[src/rtl/lane_mask_stack.sv]
module lane_mask_stack #(
  parameter int LANES = 32,
  parameter int DEPTH = 8
) (
  input  logic             clk,
  input  logic             rst_n,
  input  logic [LANES-1:0] pred_i,
  input  logic             push_i,
  input  logic             comp_i,
  input  logic             pop_i,
  output logic [LANES-1:0] active_o,
  output logic             skip_o,
  output logic             empty_o,
  output logic             overflow_o,
  output logic             underflow_o
);
  localparam int AW = (DEPTH > 1) ? $clog2(DEPTH) : 1;
  localparam int CW = $clog2(DEPTH + 1);

  logic [LANES-1:0] stk [DEPTH];
  logic [LANES-1:0] act_q;
  logic [CW-1:0]    sp;
  logic             skip_q, ovf_q, unf_q;

  wire              full    = (sp == CW'(DEPTH));
  wire              empty   = (sp == '0);
  wire [AW-1:0]     wr_idx  = AW'(sp);
  wire [AW-1:0]     top_idx = AW'(sp - 1'b1);
  wire [LANES-1:0]  parent  = empty ? '1 : stk[top_idx];
  wire [LANES-1:0]  narrow  = act_q & pred_i;
  wire              do_push = push_i && !full;
  wire              do_comp = !push_i && comp_i;
  wire              do_pop  = !push_i && !comp_i && pop_i;

  always_ff @(posedge clk) begin
    if (!rst_n) begin
      act_q  <= '1;
      sp     <= '0;
      skip_q <= 1'b0;
      ovf_q  <= 1'b0;
      unf_q  <= 1'b0;
    end else begin
      skip_q <= do_push && (narrow == '0);
      if (push_i && full) ovf_q <= 1'b1;
      if (do_push) begin
        sp    <= sp + 1'b1;
        act_q <= narrow;
      end else if (do_comp) begin
        act_q <= ~act_q & parent;
      end else if (do_pop) begin
        if (empty) begin
          act_q <= '1;
          unf_q <= 1'b1;
        end else begin
          act_q <= stk[top_idx];
          sp    <= sp - 1'b1;
        end
      end
    end
  end

  always_ff @(posedge clk) begin
    if (do_push) stk[wr_idx] <= act_q;
  end

  assign active_o    = act_q;
  assign skip_o      = skip_q;
  assign empty_o     = empty;
  assign overflow_o  = ovf_q;
  assign underflow_o = unf_q;
endmodule


[config.mk]
export PLATFORM = sky130hd
export DESIGN_NAME = lane_mask_stack
export DESIGN_NICKNAME = d
export VERILOG_FILES = /design/src/rtl/lane_mask_stack.sv
export SDC_FILE = /design/constraint.sdc
export NUM_CORES = 1
export LEC_CHECK = 0
export ABC_AREA = 1
export ABC_CLOCK_PERIOD_IN_PS = 4450
export BUFFER_PORTS_ARGS = -buffer_cell sky130_fd_sc_hd__buf_2
export CORE_UTILIZATION = 50
export CTS_BUF_LIST = sky130_fd_sc_hd__clkbuf_8
export CTS_CLUSTER_DIAMETER = 40
export CTS_CLUSTER_SIZE = 25
export DETAILED_ROUTE_END_ITERATION = 10
export PLACE_DENSITY = 0.71
export SLEW_MARGIN = 20
export SYNTH_ARGS = -nofsm -noshare
export SYNTH_HDL_FRONTEND = slang
export SYNTH_SLANG_ARGS = --single-unit
[constraint.sdc]
create_clock -name clk -period 4.45 [get_ports clk]
set_input_delay 0.89 -clock clk [delete_from_list [all_inputs] [get_ports clk]]
set_output_delay 0.89 -clock clk [all_outputs]
set_load 0.005 [all_outputs]
Word-level counts from Yosys, hierarchy flattened:

Memories as Yosys holds them, arrays and structs flattened.
Cells that the tools add are included.

* flip-flop bits (word level): 39
* memory bits (writable): 256
* bits of input ports: 37
* output and inout bits: 36
* memories: 1

* add/subtract/negate cells: 2
* eq/ne operators: 3
* multiplexer cells: 10
* bitwise operators: 5
* reductions and logical operators: 15

Memory list
* stk: depth 8, width 32, rd ports 1, clocked after memory_dff 0, wr ports 1, RTL line 20 `logic [LANES-1:0] stk [DEPTH];`

Operators by type and width (number)
* $mux 32: 4
* $and 32x32->32: 2
* $logic_not 32->1: 1
* $not 32->32: 1
* $mux 4: 4
* $logic_and 1x1->1: 6
* $add 4x1->4 const B: 1
* $eq 4x4->1 const B: 1
* $logic_not 4->1: 1
* $reduce_and 4->1: 1
* $sub 4x1->4 const B: 1
* $logic_not 1->1: 3
* $reduce_and 3->1: 1
* $reduce_bool 3->1: 1
* $mux 1: 2
* $ne 2x1->1 const B: 1
* $ne 2x2->1 const B: 1
* $not 1->1: 2
* $reduce_bool 2->1: 1

Depth between registers and ports, before layout:

Gate-level depths: netlist of the first run.

* word-level depth: 6
* depth in mapped cells: 15
* depth with buffers taken out: 12

Least setup slack after synthesis of the first run:

Ideal clock, no wire load.

* path type: reg-to-reg
* start point: reg sp[0]
* end point: mem stk[6][0], enable pin
* library setup time: 461 ps
* data arrival time: 3687 ps
* data required time: 3989 ps
* path slack: 301 ps
* cell stages (with the launch flop): 12
* buffers on the path: 4
* cell sequence: dfxtp_1 > buf_2 > inv_2 > buf_2 > ha_1 > nand3_2 > nand2_2 > buf_6 > inv_6 > buf_6 > nand2_1 > nor3_1

* word-level cells in the longest chain between the ends: 5

RTL lines
* start, declared: RTL line 22 `logic [CW-1:0] sp;`
* start signal, assigned: RTL line 46 `sp <= sp + 1'b1;`
* start signal, assigned: RTL line 56 `sp <= sp - 1'b1;`
* $eq 4x4->1: RTL line 25 `wire full = (sp == CW'(DEPTH));`
* $logic_not 1->1: RTL line 31 `wire do_push = push_i && !full;`
* $logic_and 1x1->1: RTL line 31
* $mux 1: RTL line 63 `if (do_push) stk[wr_idx] <= act_q;`
* $mux 1 (implied by the code): RTL line 63
* end, declared: RTL line 20

Several ways; a longest one is shown, not always the timed one.

Worst setup path in the final report of the first run:

* start point: reg sp[0]
* end point: mem stk[2][16], enable pin

The elaborated chain is that of the path after synthesis.

==> results by group, run 1 <==
Status
  • Run status: completed

Clocking
  • CTS tree: yes
  • Post-CTS Resized: 0
  • Clock buffer depth: 3
  • Clock buffer count from CTS: 34
  • H-tree levels: 2
  • Setup repair bufs after CTS: 0
  • CTS root buf: clkbuf_8
  • CTS Sinks: between 200 and 300
  • Clock transition at path regs: 0.08 ns
  • Worst-Skew Late Latency: 0.57 ns
  • Hold-fix buffers at CTS: 0

STA
  • Period utilization: 0.671
  • Fin Clk Skew: about 0.042 ns
  • Slew Viols, Final: 0
  • Max Fclk: approximately 330 MHz
  • Final setup margin: 1.46 ns
  • Rel. slew slack: 0.291
  • Worst slew pin tran: about 1.1 ns
  • Final Hold Viols: 0
  • Period minus WS final: roughly 3 ns
  • Setup total negative slack: 0 ns
  • Unrepaired setup endpoints after global routing: no
  • Final Setup Violations: 0

Pwr
  • Lkg Pwr: 5.80 nW
  • Maximum resistive drop on vdd: ~0.00027 V
  • Pwr Density: around 460 mW/mm^2

Cells and area
  • Share of layout cells above drive strength 1: 0.126
  • Commonest non-fill, non-tap cells in the layout: 432 x nand2_1, 256 x edfxtp_1, 252 x nand3_1
  • Area grow syn2layout: 10.2%
  • Post-layout nets: roughly 1.4k
  • Fillcell total: approximately 2.2k
  • Commonest non-fill, non-tap cell in the layout: nand2_1
  • Diodes inserted: 0
  • Fin cells: around 1.7k

Global route
  • First-pass GRT wire length: ~47000 um
  • Gr usage total: 0.234
  • Largest net degree at the start of global routing: 100
  • Vias in the first global route: a little under 9k
  • Remaining global-route overflow: 0
  • Initial antenna violation count: 0

Floorplan
  • Initial Util: 0.510
  • Die area: between 0.02 and 0.03 mm^2
  • Num rows: 58
  • Die width: roughly 160 um
  • Core outline area: 0.0251 mm^2
  • IO Count: 73
  • Die Ht: around 160 um

Synth
  • Post-Syn Nets: 1320
  • Synth Register Bits: slightly below 300
  • Netlist Area Pre-Place: 0.0128 mm^2
  • Cells after Synth: approximately 1.3k
  • Sequential-to-total area share from yosys stat: 0.662
  • Yosys warns: 0
  • Syn avg cell area: approximately 10 um^2
  • Distinct cells, synth: 28

Route
  • Routed WL per cell: around 18 um
  • Initial DRC count: 815
  • First-pass DRT Iterations: 5
  • DR DRC count: 0
  • Vias after detailed routing: just over 9k
  • Routed Antenna Nets: 0
  • Post-Route WL: approximately 30000 um
  • Via density: approximately 5.4

Hold path
  • Worst min path class: flop to flop

Placement
  • Dpl cells: 1632
  • Dpl hpwl: between 15000 and 20000 um
  • Gpl congestion: between 0.7 and 0.8
  • Place WS: ~1.5 ns
  • Port-buffer cells: ~70

Worst setup path
  • Worst path max stage delay: roughly 0.6 ns
  • Worst Setup Start Kind: flop
  • Buf/Inv on CP: 3
  • CP Capture Type: flop
  • Critical path arrival: between 3 and 4 ns
  • Worst-path maximum fanout: 37
  • Crit-path cells: clkinv_2, ha_2, nand3_2, nand2_2, inv_6, nand2_1, nor2_4, buf_4
  • Crit path max-delay family: simple AND/OR/NAND/NOR gates
  • CP max stage cell: nor2_4
  • Setup Crit Path Kind: flop to flop
  • R2R setup slack: 1.46 ns
  • Req. time, crit path: roughly 4.7 ns

Flow run
  • Max-cap violation count: 0
[cells by family after synthesis]
kind of cell / Yosys count / share of synthesized area
simple gates: 715 / 0.237
flops: 295 / 0.662
buf+inv: 189 / 0.0651
compound gates: 80 / 0.0340
fa+ha+maj: 2 / 0.00196
[power by group]
part	total (mW)	switching [mW]	internal, mW
logic	1.11	0.767	0.347
registers	3.40	0.176	3.22
clock network	1.91	1.01	0.900
total	6.42	1.95	4.47
[sequential cells by signal (all words and copies together) (netlist names)]
register     count
overflow_o       1
skip_o           1
stk            256
sp               4
underflow_o      1
active_o        32
[stage by stage]
step,util,area [um^2],total power [mW],hold slack (ns)
after floorplan,-,12800,4.19,0.461
after global placement,0.534,13400,4.54,0.449
after detailed placement,0.534,13400,4.57,0.455
after CTS,0.562,14100,6.46,0.472
after global routing,0.562,14100,6.73,0.501
final,0.562,14100,6.42,0.471
[final timing paths]
kind | startpoint | to | depth (start not counted)
max reg2reg | sp[0] | stk[2][16] | 8
min | overflow_o | overflow_o | 1
min reg2reg | overflow_o | overflow_o | 1
max | sp[0] | stk[2][16] | 8
[routing by layer]
layer,GRT usage,share of wire
met1,0.319,0.44
met5,0,0
met4,0.0793,0.023
met3,0.0373,0.068
met2,0.381,0.47
[final cells by class]
cell class              instances  area [um^2]  share of cell area
clock buffers                  36          495              0.0351
clock inverters                25          203              0.0144
inverters                     117          445              0.0316
multi-input cells             797         3560               0.252
flip-flops and latches        295         8470               0.601
well taps                     330          413              0.0293
repair buffers                 93          518              0.0367
[worst register-to-register path, delay by kind of cell (launching register included)]
kind	cells	cell delay, ns
adder cells (fa/ha/maj)	1	0.23
buffers and inverters	3	0.75
flip-flops	1	0.60
AND/OR/NAND/NOR	4	1.08
[synthesized netlist by cell type]
cell	n	area share
nor4_1	2	0.00098
buf_6	2	0.0018
inv_1	111	0.033
nor2_2	1	0.00049
nand3_2	2	0.0016
a22o_1	6	0.0041
clkbuf_2	2	0.00078
nand2_1	432	0.13
nor2_1	21	0.0062
a211oi_1	3	0.0018
dfxtp_1	39	0.061
o21ai_0	67	0.026
o21a_1	1	0.00059
ha_1	2	0.0020
buf_1	3	0.00088
a21oi_1	1	0.00039
inv_6	1	0.00068
nor2_4	1	0.00088
nand2_2	2	0.00098
nor3_1	1	0.00039
inv_2	5	0.0015
nand3_1	252	0.099
a31oi_1	2	0.00098
buf_2	36	0.014
edfxtp_1	256	0.60
nand4_1	1	0.00049
buf_4	15	0.0088
clkbuf_1	14	0.0041
No activity file was read; power rests on OpenSTA's default activity.
==> run 2, diff against run 1 <==
--- a/config.mk
+++ b/config.mk
@@ -6,14 +6,14 @@
 export NUM_CORES = 1
 export LEC_CHECK = 0
 export ABC_AREA = 1
-export ABC_CLOCK_PERIOD_IN_PS = 4450
+export ABC_CLOCK_PERIOD_IN_PS = 2900
 export BUFFER_PORTS_ARGS = -buffer_cell sky130_fd_sc_hd__buf_2
 export CORE_UTILIZATION = 50
 export CTS_BUF_LIST = sky130_fd_sc_hd__clkbuf_8
 export CTS_CLUSTER_DIAMETER = 40
 export CTS_CLUSTER_SIZE = 25
 export DETAILED_ROUTE_END_ITERATION = 10
-export PLACE_DENSITY = 0.71
+export PLACE_DENSITY = 0.68
 export SLEW_MARGIN = 20
 export SYNTH_ARGS = -nofsm -noshare
 export SYNTH_HDL_FRONTEND = slang
==> constraint.sdc (replaced) <==
create_clock -name clk -period 2.9 [get_ports clk]
set_input_delay 0.58 -clock clk [delete_from_list [all_inputs] [get_ports clk]]
set_output_delay 0.58 -clock clk [all_outputs]
set_load 0.005 [all_outputs]
==> results by group, run 2 (same netlist as run 1, synthesis figures left out) <==
Cells and area
  • Commonest non-fill, non-tap cell in the layout: nand2_1
  • Commonest non-fill, non-tap cells in the layout: 432 x nand2_1, 256 x edfxtp_1, 252 x nand3_1
  • Reg with most FFs: stk
  • Max reg flops: between 200 and 300
  • Fin cells: between 1.5k and 2k
  • Share of layout cells above drive strength 1: 0.139
  • Area grow syn2layout: 12.7%
  • Final Util: 0.574
  • Diodes inserted: 0
  • Post-layout nets: 1393
  • Fillcell total: roughly 2.2k

Route
  • Routed WL per cell: approximately 18 um
  • DR DRC count: 0
  • Routed Antenna Nets: 0
  • Post-Route WL: around 30000 um
  • First-pass DRT Iterations: 7
  • Initial DRC count: around 900
  • Via density: 5.40
  • Vias after detailed routing: around 9k

Worst setup path
  • Setup crit end: active_o[23]
  • Reg2Reg Depth: 10
  • Critical path arrival: roughly 2.8 ns
  • Worst-path maximum fanout: 65
  • RR Endpoint: active_o[23]
  • Req. time, crit path: about 3.3 ns
  • Setup Crit Path Kind: flop to flop
  • FF-to-FF Start: sp[1]
  • CP Capture Type: flop
  • Start point of the critical path: sp[1]
  • Worst Setup Start Kind: flop
  • R2R setup slack: 0.58 ns

STA
  • Slew Viols, Final: 0
  • Fin Clk Skew: around 0.021 ns
  • Unrepaired setup endpoints after global routing: no
  • Rel. slew slack: 0.437
  • Max Fclk: ~430 MHz
  • Final setup margin: slightly below 0.6 ns
  • Worst slew pin tran: roughly 0.84 ns
  • Period minus WS final: approximately 2.3 ns
  • Final Setup Violations: 0
  • Final Hold Viols: 0
  • Period utilization: 0.801

Flow run
  • Max-cap violation count: 0

Clocking
  • Post-CTS Resized: 0
  • CTS Sinks: 295
  • CTS tree: yes
  • Clock buffer depth: 3
  • Worst-Skew Late Latency: ~0.55 ns
  • Clock buffer count from CTS: 38
  • Setup repair bufs after CTS: 0
  • Hold-fix buffers at CTS: 0
  • CTS root buf: clkbuf_8
  • H-tree levels: 2
  • Clock transition at path regs: approximately 0.08 ns

Floorplan
  • Die Ht: 162 um
  • Core outline area: around 0.025 mm^2
  • Die area: between 0.02 and 0.03 mm^2
  • Num rows: 58
  • Die width: 162 um
  • IO Count: between 70 and 80
  • Initial Util: 0.510

Placement
  • Place WS: 0.629 ns
  • Gpl congestion: 0.814
  • Dpl hpwl: around 17000 um
  • Port-buffer cells: between 70 and 80
  • Dpl cells: roughly 1.6k

Hold path
  • Worst min path class: input pin to flop
  • Hold path depth: 3

Pwr
  • Maximum resistive drop on vdd: approximately 0.00042 V
  • Lkg Pwr: around 6.0 nW
  • Pwr Density: between 700 and 800 mW/mm^2

Global route
  • Gr usage total: 0.239
  • Largest net degree at the start of global routing: approximately 70
  • First-pass GRT wire length: roughly 48000 um
  • Initial antenna violation count: 0
  • Vias in the first global route: around 9k
  • Remaining global-route overflow: 0

Status
  • Run status: completed
## run 2: cell count changes in the layout (fill, tap and decap cells not counted), moves of 2 or more
cell	previous run	this run
clkinv_2	8	0
buf_4	21	28
clkbuf_8	36	42
inv_8	0	6
buf_12	0	5
inv_1	111	115
clkinv_1	4	1
clkinv_4	1	3
clkinv_8	0	2
## run 2: area by class of cell
cell class              instances  area, um^2  area share
clock buffers                  42         578      0.0401
clock inverters                28         282      0.0195
inverters                     117         447      0.0310
multi-input cells             797        3560       0.247
flip-flops and latches        295        8470       0.587
well taps                     330         413      0.0286
repair buffers                105         671      0.0465
## run 2: worst max-delay path: stages (launching register included)
cell	delay, ns
dfxtp_1	0.38
inv_1	0.14
ha_2	0.36
buf_4	0.63
nand3_1	0.14
nand3_1	0.14
nand3_1	0.10
nand2_1	0.09
nand2_1	0.05
nand2_1	0.05
nand2_1	0.05
## run 2: power breakdown
part | switching [mW] | leakage [nW] | total, mW | internal [mW]
combinational | 1.22 | 2.95 | 1.79 | 0.566
sequential | 0.248 | 2.59 | 5.19 | 4.95
clock | 1.74 | 0.440 | 3.38 | 1.63
total | 3.21 | 5.98 | 10.4 | 7.15
## run 2: worst min path at each step
stage / startpoint / slack, ns / endpoint
6_report: pop_i / 0.32 / underflow_o
5_1_grt: pop_i / 0.31 / underflow_o
4_1_cts: pop_i / 0.28 / underflow_o
3_5_place_dp: overflow_o / 0.45 / overflow_o
3_3_place_gp: overflow_o / 0.45 / overflow_o
2_1_floorplan: underflow_o / 0.46 / underflow_o
## run 2: metal layers
| layer | wire length [um] | share of wire | vias to the layer above | global-route usage |
|---|---|---|---|---|
| met5 | 0 | 0 | - | 0 |
| met4 | 472 | 0.016 | 0 | 0.0690 |
| met3 | 2160 | 0.071 | 46 | 0.0360 |
| met2 | 14300 | 0.47 | 330 | 0.380 |
| met1 | 13500 | 0.44 | 4419 | 0.342 |
| li1 | - | - | 4459 | - |
## run 2: through the flow
step           area, um^2  power (mW)  hold slack [ns]  TNS, ns
3_3_place_gp        13600        7.03            0.448        0
4_1_cts             14400        10.4            0.283        0
5_1_grt             14400        10.9            0.313        0
2_1_floorplan       12800        6.44            0.461   -44.75
3_5_place_dp        13600        7.08            0.452        0
6_report            14400        10.4            0.317        0
